File: src/rtl/pexp_pkg.sv
package pexp_pkg;
   typedef enum logic [2:0] {
      ST_IDLE,   // waiting for a start
      ST_ADDR,   // shifting in the address byte
      ST_AACK,   // driving the address acknowledge
      ST_WDAT,   // shifting in the write byte
      ST_WACK,   // driving the data acknowledge
      ST_RDAT,   // shifting out the snapshot
      ST_MACK,   // sampling the master acknowledge
      ST_SKIP    // passive until start or stop
   } pexp_state_t;
endpackage

File: src/rtl/pexp_deglitch.sv
module pexp_deglitch #(
   parameter int   SYNC_STAGES = 2,
   parameter int   FILT_LEN    = 4,
   parameter logic RST_VAL     = 1'b1
) (
   input  logic clk,
   input  logic rst_n,
   input  logic din,
   output logic dout
);
   localparam int CNT_W = (FILT_LEN > 1) ? $clog2(FILT_LEN) : 1;

   if (SYNC_STAGES < 2) begin : g_bad_sync
      $error("pexp_deglitch: SYNC_STAGES must be at least 2");
   end
   if (FILT_LEN < 1) begin : g_bad_filt
      $error("pexp_deglitch: FILT_LEN must be at least 1");
   end

   logic [SYNC_STAGES-1:0] sync_q;
   logic                   synced;

   always_ff @(posedge clk or negedge rst_n) begin
      if (!rst_n) sync_q <= {SYNC_STAGES{RST_VAL}};
      else        sync_q <= {sync_q[SYNC_STAGES-2:0], din};
   end
   assign synced = sync_q[SYNC_STAGES-1];

   if (FILT_LEN <= 1) begin : g_nofilt
      always_ff @(posedge clk or negedge rst_n) begin
         if (!rst_n) dout <= RST_VAL;
         else        dout <= synced;
      end
   end else begin : g_filt
      logic [CNT_W-1:0] run_q;
      always_ff @(posedge clk or negedge rst_n) begin
         if (!rst_n) begin
            run_q <= '0;
            dout  <= RST_VAL;
         end else if (synced != dout) begin
            if (run_q == CNT_W'(FILT_LEN-1)) begin
               dout  <= synced;
               run_q <= '0;
            end else begin
               run_q <= run_q + 1'b1;
            end
         end else begin
            run_q <= '0;
         end
      end
   end
endmodule

File: src/rtl/pexp_linemon.sv
module pexp_linemon (
   input  logic clk,
   input  logic rst_n,
   input  logic scl_f,
   input  logic sda_f,
   output logic scl_rise,
   output logic scl_fall,
   output logic start_det,
   output logic stop_det
);
   logic scl_q, sda_q;

   always_ff @(posedge clk or negedge rst_n) begin
      if (!rst_n) begin
         scl_q <= 1'b1;
         sda_q <= 1'b1;
      end else begin
         scl_q <= scl_f;
         sda_q <= sda_f;
      end
   end

   assign scl_rise  = scl_f & ~scl_q;
   assign scl_fall  = ~scl_f & scl_q;
   assign start_det = scl_f & scl_q & sda_q & ~sda_f;
   assign stop_det  = scl_f & scl_q & ~sda_q & sda_f;
endmodule

File: src/rtl/i2c_port_expander.sv
module i2c_port_expander
   import pexp_pkg::*;
#(
   parameter int                     PORT_W      = 8,
   parameter int                     STRAP_W     = 3,
   parameter logic [6-STRAP_W:0]     ADDR_HI     = 4'b0111,
   parameter int                     SYNC_STAGES = 2,
   parameter int                     FILT_LEN    = 4,
   parameter logic [PORT_W-1:0]      PORT_RESET  = '1
) (
   input  logic               clk,
   input  logic               rst_n,
   input  logic               scl_i,
   input  logic               sda_i,
   output logic               sda_oe,
   input  logic [STRAP_W-1:0] strap,
   input  logic [PORT_W-1:0]  port_in,
   output logic [PORT_W-1:0]  port_out,
   output logic               wr_strobe,
   output logic               rd_strobe
);
   localparam int CNT_W = $clog2(PORT_W + 1);

   if (PORT_W != 8) begin : g_bad_port
      $error("i2c_port_expander: PORT_W must equal the bus byte width 8");
   end
   if (STRAP_W < 1 || STRAP_W > 6) begin : g_bad_strap
      $error("i2c_port_expander: STRAP_W must lie in 1..6");
   end
   if (ADDR_HI == '0) begin : g_bad_hi
      $error("i2c_port_expander: ADDR_HI of zero would answer the general call");
   end

   logic scl_f, sda_f;
   logic scl_rise, scl_fall, start_det, stop_det;

   pexp_deglitch #(.SYNC_STAGES(SYNC_STAGES), .FILT_LEN(FILT_LEN), .RST_VAL(1'b1)) u_scl_flt (
      .clk(clk), .rst_n(rst_n), .din(scl_i), .dout(scl_f));
   pexp_deglitch #(.SYNC_STAGES(SYNC_STAGES), .FILT_LEN(FILT_LEN), .RST_VAL(1'b1)) u_sda_flt (
      .clk(clk), .rst_n(rst_n), .din(sda_i), .dout(sda_f));

   pexp_linemon u_mon (
      .clk(clk), .rst_n(rst_n), .scl_f(scl_f), .sda_f(sda_f),
      .scl_rise(scl_rise), .scl_fall(scl_fall),
      .start_det(start_det), .stop_det(stop_det));

   pexp_state_t       state_q;
   logic [PORT_W-1:0] rx_q, tx_q, port_q;
   logic [CNT_W-1:0]  bit_q;
   logic              mack_q, wr_q, rd_q;
   logic              addr_hit, byte_full;

   assign addr_hit  = (rx_q[7:1] == {ADDR_HI, strap});
   assign byte_full = (bit_q == CNT_W'(PORT_W));

   always_ff @(posedge clk or negedge rst_n) begin
      if (!rst_n) begin
         state_q <= ST_IDLE;
         rx_q    <= '0;
         tx_q    <= '0;
         bit_q   <= '0;
         mack_q  <= 1'b1;
         port_q  <= PORT_RESET;
         wr_q    <= 1'b0;
         rd_q    <= 1'b0;
      end else begin
         wr_q <= 1'b0;
         rd_q <= 1'b0;
         if (stop_det) begin
            state_q <= ST_IDLE;
         end else if (start_det) begin
            state_q <= ST_ADDR;
            bit_q   <= '0;
         end else begin
            unique case (state_q)
               ST_ADDR, ST_WDAT: begin
                  if (scl_rise) begin
                     rx_q  <= {rx_q[PORT_W-2:0], sda_f};
                     bit_q <= bit_q + 1'b1;
                  end else if (scl_fall && byte_full) begin
                     if (state_q == ST_WDAT) state_q <= ST_WACK;
                     else if (addr_hit)      state_q <= ST_AACK;
                     else                    state_q <= ST_IDLE;
                  end
               end
               ST_AACK: if (scl_fall) begin
                  bit_q <= '0;
                  if (rx_q[0]) begin
                     tx_q    <= port_in;
                     rd_q    <= 1'b1;
                     state_q <= ST_RDAT;
                  end else begin
                     state_q <= ST_WDAT;
                  end
               end
               ST_WACK: if (scl_fall) begin
                  port_q  <= rx_q;
                  wr_q    <= 1'b1;
                  state_q <= ST_SKIP;
               end
               ST_RDAT: begin
                  if (scl_rise) begin
                     bit_q <= bit_q + 1'b1;
                  end else if (scl_fall) begin
                     if (byte_full) state_q <= ST_MACK;
                     else           tx_q    <= {tx_q[PORT_W-2:0], 1'b0};
                  end
               end
               ST_MACK: begin
                  if (scl_rise) begin
                     mack_q <= sda_f;
                  end else if (scl_fall) begin
                     if (!mack_q) begin
                        tx_q    <= port_in;
                        rd_q    <= 1'b1;
                        bit_q   <= '0;
                        state_q <= ST_RDAT;
                     end else begin
                        state_q <= ST_SKIP;
                     end
                  end
               end
               default: ;
            endcase
         end
      end
   end

   always_comb begin
      unique case (state_q)
         ST_AACK, ST_WACK: sda_oe = 1'b1;
         ST_RDAT:          sda_oe = ~tx_q[PORT_W-1];
         default:          sda_oe = 1'b0;
      endcase
   end

   assign port_out  = port_q;
   assign wr_strobe = wr_q;
   assign rd_strobe = rd_q;
endmodule

File: config.mk
export PLATFORM = sky130hd
export DESIGN_NAME = i2c_port_expander
export DESIGN_NICKNAME = d
export VERILOG_FILES = /design/src/rtl/pexp_pkg.sv /design/src/rtl/pexp_deglitch.sv /design/src/rtl/pexp_linemon.sv /design/src/rtl/i2c_port_expander.sv
export SDC_FILE = /design/constraint.sdc
export NUM_CORES = 1
export LEC_CHECK = 0
export ABC_CLOCK_PERIOD_IN_PS = 2340
export CAP_MARGIN = 10
export CORE_ASPECT_RATIO = 1.1
export CORE_MARGIN = 5
export CORE_UTILIZATION = 54
export CTS_BUF_LIST = sky130_fd_sc_hd__clkbuf_4 sky130_fd_sc_hd__clkbuf_8 sky130_fd_sc_hd__clkbuf_16
export DETAILED_ROUTE_END_ITERATION = 8
export PLACE_DENSITY = 0.89
export SETUP_SLACK_MARGIN = 0.4
export SLEW_MARGIN = 10
export SYNTH_ARGS = -nofsm -noshare
export SYNTH_HDL_FRONTEND = slang
export SYNTH_SLANG_ARGS = --single-unit
File: constraint.sdc
create_clock -name clk -period 2.34 [get_ports clk]
set_clock_uncertainty 0.2 [all_clocks]
set_input_delay 0.351 -clock clk [delete_from_list [all_inputs] [get_ports clk]]
set_output_delay 0.351 -clock clk [all_outputs]
set_load 0.005 [all_outputs]
=== After elaboration in Yosys (flattened, before gate mapping) ===
Index checks and enable logic that the tools add are counted.

* Add/subtract/negate cells: 3
* Equal/unequal tests: 34
* Mux-type cells: 49
* Bitwise gates (word level): 14
* Reductions and logical operators: 15

{| class="wikitable"
|+ Operators with widths
! kind !! number
|-
| $mux 8 || 8
|-
| $mux 3 || 13
|-
| $ne 4x4->1 const B || 9
|-
| $mux 4 || 6
|-
| $pmux 8 s3 || 1
|-
| $ne 2x2->1 const B || 8
|-
| $pmux 3 s5 || 1
|-
| $mux 2 || 6
|-
| $ne 3x3->1 const B || 4
|-
| $pmux 4 s3 || 1
|-
| $reduce_and 4->1 || 3
|-
| $mux 1 || 11
|-
| $reduce_and 11->1 || 1
|-
| $reduce_and 10->1 || 1
|-
| $eq 3x3->1 const B || 3
|-
| $and 1x1->1 || 7
|-
| $eq 7x6->1 || 1
|-
| $not 1->1 || 7
|-
| $reduce_and 7->1 || 1
|-
| $reduce_bool 7->1 || 1
|-
| $eq 3x2->1 const B || 2
|-
| $add 2x1->2 const B || 2
|-
| $add 4x1->4 const B || 1
|-
| $eq 2x2->1 const B || 2
|-
| 11 further kinds || 15
|}

* Flip-flop bits (word level): 46
* Input port bits: 15
* Output and inout port bits: 11
* Word-level logic and storage cells: 131

=== Logic depth before layout (Yosys ltp) ===
Gate-level depths: netlist of the first run.

* Depth in word-level cells: 8
* Mapped depth: 6
* Gate-level depth less buffers: 6

=== By module ===
Synthesis of the first run repeated with hierarchy kept, for this count alone.

* Cell total of the unflattened synthesis: 178
* Area total of the unflattened synthesis: 2208.4 um2

{| class="wikitable"
|+ Modules (own cells, without submodules)
! module !! times used !! cells each !! area each (um2) !! seq. area each (um2)
|-
| i2c_port_expander || 1 || 152 || 1767.9 || 862.1
|-
| pexp_deglitch || 2 || 10 || 177.7 || 128.9
|-
| pexp_linemon || 1 || 6 || 85.1 || 52.6
|}

=== Worst setup path after synthesis of the first run ===
No wires, ideal clock.

* Path kind: flip-flop to flip-flop
* Start point: register bit_q[0]
* End point: register tx_q[1]
* Library setup time: 0.125 ns
* Arrival: 1.654 ns
* Data required time: 2.015 ns
* Slack: 0.361 ns
* Cell stages (with the launch flop): 7
* Buffers on the path: 0
* Clock period less this slack: 1.979 ns
* Path through: dfrtp_1 inv_1 ha_1 and3b_1 or2_1 a21oi_4 mux2_2

* Word-level cells in the longest chain between the ends: 3

{| class="wikitable"
|+ RTL lines
! element !! line !! RTL
|-
| start, declared || i2c_port_expander.sv:49 || <nowiki>logic [CNT_W-1:0] bit_q;</nowiki>
|-
| start signal, assigned || i2c_port_expander.sv:79 || <nowiki>bit_q <= bit_q + 1'b1;</nowiki>
|-
| start signal, assigned || i2c_port_expander.sv:103 || <nowiki>bit_q <= bit_q + 1'b1;</nowiki>
|-
| $eq 4x4->1 || i2c_port_expander.sv:54 || <nowiki>assign byte_full = (bit_q == CNT_W'(PORT_W));</nowiki>
|-
| $ne 2x2->1 (no source line) || n/a ||
|-
| $reduce_and 11->1 (no source line) || n/a ||
|-
| end signal, assigned || i2c_port_expander.sv:89 || <nowiki>tx_q <= port_in;</nowiki>
|-
| end signal, assigned || i2c_port_expander.sv:106 || <nowiki>else tx_q <= {tx_q[PORT_W-2:0], 1'b0};</nowiki>
|-
| end signal, assigned || i2c_port_expander.sv:114 || <nowiki>tx_q <= port_in;</nowiki>
|-
| end, declared || i2c_port_expander.sv:48 || <nowiki>logic [PORT_W-1:0] rx_q, tx_q, port_q;</nowiki>
|}

Every way passes these cells.
A chain may end at the register's enable or synchronous reset.

=== Final worst setup path of the first run ===
* Start point: register bit_q[1]
* End point: register tx_q[6]

Same word-level chain as after synthesis.

==> flow_metrics.tcl, run 1 <==
set metrics [dict create \
    status "finished clean" \
    design_area_um2 2740 \
    cts.sinks 46 \
    slew_viol_final 0 \
    synth.area.top_cells "dfrtp_1 (34%), dfstp_2 (21%), mux2_2 (18%)" \
    grt_antenna_before_repair 0 \
    async_flop_share_pct 100 \
    min_path_cells 0 \
    drt_iter0_markers 64 \
    hold_viol_final 0 \
    hold_path_end "u_scl_flt.sync_q[1]" \
    end_kind "flop" \
    syn_nets 185 \
    p_per_area_nw_per_um2 1180 \
    leakagePower_nw 1.27 \
    clk_pin_slew_worst_paths_ns 0.08 \
    nets 228 \
    dp_hpwl_mm 2.65 \
    syn_area_um2 2110 \
    grt_overflow 0 \
    wirelength_mm 4.15 \
    synth_cells 166 \
    drive_gt1_share_pct 44.3 \
    total_power_mw 3.24 \
    yosysTopAreaCell "dfrtp_1" \
    viasPerCell 5.39 \
    drt.antenna.violating_nets 0 \
    avgSynthCellArea_um2 12.7 \
    dieHeight_um 75.6 \
    root_buffer "clkbuf_8" \
    rsz0062_at_grt "true" \
    r2r_cells 7 \
    worstPathMaxFanout 8 \
    holdCritStartpoint "u_scl_flt.sync_q[0]" \
    fmax_mhz 522 \
    design.die.area_um2 5260 \
    r2r-start "bit_q[1]" \
    r2r-end "tx_q[6]" \
    setup.worst_path.start_class "flop" \
    area_growth_syn_to_layout_pct 29.9 \
    cts_inserted_buffers 5 \
    insertion_delay_ns 0.30 \
    ys.flop_type "dfrtp_1" \
    ctsLongestPathBuffers 2 \
    arrival_ns 1.90 \
    hp-class "flop to flop" \
    fp.dieW_um 69.6 \
    fin_crit_sh_pct 81.9 \
    yosysMostFrequentCell "mux2_2" \
    htree_levels 2 \
    synth-seq-cells 46 \
    synth_top_area_share_pct 34.4 \
    grt_max_degree 47 \
    r2r_slack_ns 0.42 \
    cts_tree "built" \
    boundaryPins 26 \
    setup-violations-final 0 \
    wire_per_inst_um 15.9 \
    irDropWorstVdd_uv 687 \
    fin_setup_tns_ns 0 \
    synth_warnings 0 \
    cp.required_ns 2.32 \
    min_period_ns 1.92 \
    dp.cells 237 \
    max-cap-violations 0 \
    worst_slew_pin_slew_ns 0.552 \
    gp_congestion 0.842 \
    ys_types 38 \
    critPathMaxStageDelay_ns 0.37 \
    critPathSlowestCell "dfrtp_1" \
    grt_use_total_pct 16.7 \
    path_class "flop to flop" \
    num_rows 23 \
    relSlewSlack_pct 63.2 \
    start_util_pct 56.8 \
    remaining_drc_errors 0 \
    vias 1402 \
    crit_chain "inv_1 -> ha_2 -> and3b_2 -> or2_4 -> a21oi_4 -> buf_12 -> mux2_4" \
    synth_commonest_cells "mux2_2 (33), dfrtp_1 (29), dfstp_2 (17), nand2_1 (11), nor2b_1 (8)" \
    coreArea_um2 3710 \
    grt_pass1_vias 1424 \
    instances_no_fill 260 \
    ys_seq_area_share_pct 55.6 \
    placed_area_um2 2400 \
    synth_edf_count 0 \
    diodes 0 \
    first_pass_iters 4 \
    numPortBuffers 25 \
    grt_pass1_wl_mm 6.91 \
]
report_power, final:
group          internal, mW  leakage, nW  switching (mW)
registers              1.09        0.551           0.232
clock network         0.412       0.0696           0.259
logic                 0.694        0.645           0.550
total                  2.20         1.27            1.04
worst max-delay path: cells and delay by family (launching register included):
family                     cells  cell delay [ns]
DFF                            1             0.37
muxes                          1             0.30
adders and majority gates      1             0.16
AOI/OAI and AO/OA              1             0.15
buffers and inverters          2             0.20
and+or+nand+nor                2             0.43
stage by stage:
step,setup slack [ns],util (%),hold slack [ns]
final,0.423,73.8,0.159
after global routing,0.342,73.8,0.167
after CTS,0.393,71.5,0.161
after detailed placement,0.188,64.7,0.149
after global placement,0.292,64.7,0.146
after floorplan,0.403,-,-0.145
logic make-up (layout without fill, tap and decap cells):
logic type,Yosys count,after routing,share of synthesized area [%]
fa+ha+maj,4,4,2.37
flops,46,46,55.6
xor+xnor,8,8,3.32
compound gates,18,18,6.23
mux,35,35,18.6
buf+inv,12,56,2.37
simple gates,43,43,11.6
cell usage in the layout (no fill, tap or decap), types with 2 or more instances in the layout:
cell type        count
a21oi_1              2
nor2_1               5
nor3_1               4
mux2_4               7
nand3_1              6
inv_1                6
clkbuf_8             6
o22ai_1              2
dlymetal6s2s_1       3
mux2_2              26
clkdlybuf4s50_1     20
mux2i_1              2
dfrtp_1             26
o21ai_0              3
dfstp_2             17
nand2_1             11
a22o_1               2
buf_4               14
dfrtp_2              3
xnor2_1              7
nor2b_1              3
ha_1                 3
nor2b_2              4
sequential cells by signal (all words and copies together), names as in the netlist, 2 cells and up:
| name | flops |
|---|---|
| port_out | 8 |
| u_scl_flt.g_filt.run_q | 2 |
| u_sda_flt.sync_q | 2 |
| u_scl_flt.sync_q | 2 |
| tx_q | 8 |
| bit_q | 4 |
| state_q | 3 |
| rx_q | 8 |
| u_sda_flt.g_filt.run_q | 2 |
routing by layer:
| layer | routed length (um) | track usage, % |
|---|---|---|
| met4 | 33 | 4.56 |
| met2 | 2250 | 30.4 |
| met1 | 1660 | 19.2 |
| met3 | 206 | 5.67 |
| met5 | 0 | 0 |
timing repair:
action	CTS	global route
resized for setup	16	13
setup buffers	7	7
pin swaps	3	3
endpoints found under the setup margin	25	31
endpoints found under the hold margin	29	0
hold buffers	1	0
layout make-up:
type / instances / area (um2)
Sequential cell: 46 / 1180
Inverter: 7 / 26.3
Clock inverter: 1 / 30.0
Multi-Input combinational cell: 108 / 955
Tap cell: 50 / 62.6
Clock buffer: 7 / 108
Timing Repair Buffer: 41 / 383
Fill cell: 240 / 972
how the worst max path moves through the flow:
| stage | startpoint | endpoint | cells after the start |
|---|---|---|---|
| 2_1_floorplan | bit_q[0] | tx_q[1] | 6 |
| 3_5_place_dp | state_q[2] | tx_q[1] | 4 |
| 3_3_place_gp | state_q[2] | tx_q[6] | 4 |
| 5_1_grt | u_scl_flt.dout | rx_q[5] | 4 |
| 6_report | bit_q[1] | tx_q[6] | 7 |
| 4_1_cts | u_scl_flt.dout | rx_q[7] | 4 |
Note: power is estimated with default switching activity, not from simulation.
==> inputs of run 2 (changes only) <==
--- a/config.mk
+++ b/config.mk
@@ -5,7 +5,7 @@
 export SDC_FILE = /design/constraint.sdc
 export NUM_CORES = 1
 export LEC_CHECK = 0
-export ABC_CLOCK_PERIOD_IN_PS = 2340
+export ABC_CLOCK_PERIOD_IN_PS = 1800
 export CAP_MARGIN = 10
 export CORE_ASPECT_RATIO = 1.1
 export CORE_MARGIN = 5
==> constraint.sdc (replaced) <==
create_clock -name clk -period 1.8 [get_ports clk]
set_clock_uncertainty 0.2 [all_clocks]
set_input_delay 0.27 -clock clk [delete_from_list [all_inputs] [get_ports clk]]
set_output_delay 0.27 -clock clk [all_outputs]
set_load 0.005 [all_outputs]
==> run 2 against run 1 <==
  * The run now ends with setup timing left
  * Wire length up 43%
  * Die area unchanged
  * Register-to-register slack lost 0.55 ns
  * Non-clock buffer count rose by 25
  * Largest power group is now combinational logic
==> flow_metrics.tcl, run 2 (synthesized netlist as in run 1, its figures left out) <==
set metrics [dict create \
    irDropWorstVdd_uv 903 \
    grt_max_degree 47 \
    fp.dieW_um 69.6 \
    critPathSlowestCell "dfrtp_1" \
    insertion_delay_ns 0.30 \
    wirelength_mm 5.93 \
    fin_crit_sh_pct 107 \
    ctsLongestPathBuffers 2 \
    max-cap-violations 0 \
    root_buffer "clkbuf_8" \
    design.die.area_um2 5260 \
    viasPerCell 5.71 \
    hold_viol_final 0 \
    hold_path_end "u_scl_flt.sync_q[1]" \
    hp-class "flop to flop" \
    r2r_cells 7 \
    relSlewSlack_pct 65.7 \
    worstPathMaxFanout 8 \
    remaining_drc_errors 0 \
    drt_iter0_markers 151 \
    worstSetupStartpoint "bit_q[1]" \
    start_util_pct 56.8 \
    worst_slew_pin_slew_ns 0.511 \
    drive_gt1_share_pct 60.2 \
    end_kind "flop" \
    wire_per_inst_um 20.7 \
    slew_viol_final 0 \
    nets 254 \
    fmax_mhz 519 \
    critPathBufInv 2 \
    dieHeight_um 75.6 \
    grt_pass1_wl_mm 8.29 \
    leakagePower_nw 1.43 \
    fin_setup_tns_ns -1.06 \
    vias 1634 \
    grt_pass1_vias 1720 \
    diodes 0 \
    coreArea_um2 3710 \
    grt_overflow 0 \
    cts_inserted_buffers 5 \
    critPathMaxStageDelay_ns 0.38 \
    cts.sinks 46 \
    numPortBuffers 25 \
    arrival_ns 1.92 \
    p_per_area_nw_per_um2 1550 \
    layout_common_cells "buf_4 (27), dfrtp_1 (26), mux2_4 (17), dfstp_2 (17), buf_6 (17)" \
    r2r-end "tx_q[7]" \
    final_common_cell "buf_4" \
    clk_pin_slew_worst_paths_ns 0.08 \
    dp_hpwl_mm 2.94 \
    rsz0062_at_grt "true" \
    crit_family "simple AND/OR/NAND/NOR gates" \
    instances_no_fill 286 \
    crit_chain "inv_2 -> ha_4 -> and3b_1 -> or2_4 -> a21oi_4 -> buf_12 -> mux2_4" \
    status "finished with violations" \
    violations "setup timing" \
    setup_ws_ns -0.128 \
    setup-violations-final 10 \
    grt_antenna_before_repair 0 \
    setup.worst_path.start_class "flop" \
    dp.cells 251 \
    r2r-start "bit_q[1]" \
    min_period_ns 1.93 \
    grt_use_total_pct 20.7 \
    path_class "flop to flop" \
    holdCritStartpoint "u_scl_flt.sync_q[0]" \
    r2r_slack_ns -0.13 \
    gp_congestion 0.870 \
    num_rows 23 \
    fillers 152 \
    boundaryPins 26 \
    cts_tree "built" \
    cp.required_ns 1.79 \
    min_path_cells 0 \
    first_pass_iters 4 \
    area_growth_syn_to_layout_pct 47.4 \
    htree_levels 2 \
    drt.antenna.violating_nets 0 \
]
[run 2: how the worst max path moves through the flow]
stage / to / slack [ns] / cells after the start
final: tx_q[7] / -0.13 / 7
after global routing: tx_q[7] / -0.14 / 7
after CTS: tx_q[3] / -0.12 / 7
after detailed placement: tx_q[3] / -0.18 / 6
after global placement: tx_q[1] / -0.08 / 6
after floorplan: tx_q[1] / -0.14 / 6
[run 2: metrics by stage]
stage	util (%)	worst slack, ns	power (mW)	hold slack, ns	cell area, um2
floorplan	-	-0.135	2.76	-0.226	2200
global placement	69.9	-0.0849	3.17	0.0593	2590
detailed placement	69.9	-0.178	3.30	0.0668	2590
CTS	79.0	-0.119	4.37	0.159	2930
global route	83.8	-0.142	5.05	0.162	3110
finish	83.8	-0.128	4.82	0.158	3110
[run 2: routing by layer]
| layer | GRT usage (%) | up-vias | share of wire, % |
|---|---|---|---|
| li1 | - | 721 | - |
| met4 | 11.3 | 0 | 3.2 |
| met1 | 23.1 | 840 | 42 |
| met2 | 37.5 | 55 | 51 |
| met5 | 0 | - | 0 |
| met3 | 5.01 | 18 | 4.2 |
[run 2: area by class of cell]
cell class                 instances  area [um2]  share of cell area, %
clock buffer                       7        90.1                   2.90
clock inverter                     1        5.00                  0.161
sequential                        46        1180                   37.8
inverter                           7        30.0                  0.966
multi-input combinational        109        1120                   36.1
timing repair buffer              66         624                   20.1
tap                               50        62.6                   2.01
[run 2: what timing repair did]
action / CTS / global route
hold endpoints to repair: 46 / 0
pin swaps: 12 / 6
gates cloned: 0 / 1
buffers inserted: 18 / 7
gates resized for setup: 66 / 31
hold buffers: 1 / 0
setup endpoints to repair: 44 / 43
[run 2: where the power goes]
| group | internal [mW] | total [mW] | switching, mW |
|---|---|---|---|
| sequential | 1.42 | 1.71 | 0.285 |
| clock | 0.325 | 0.660 | 0.336 |
| combinational | 1.35 | 2.46 | 1.10 |
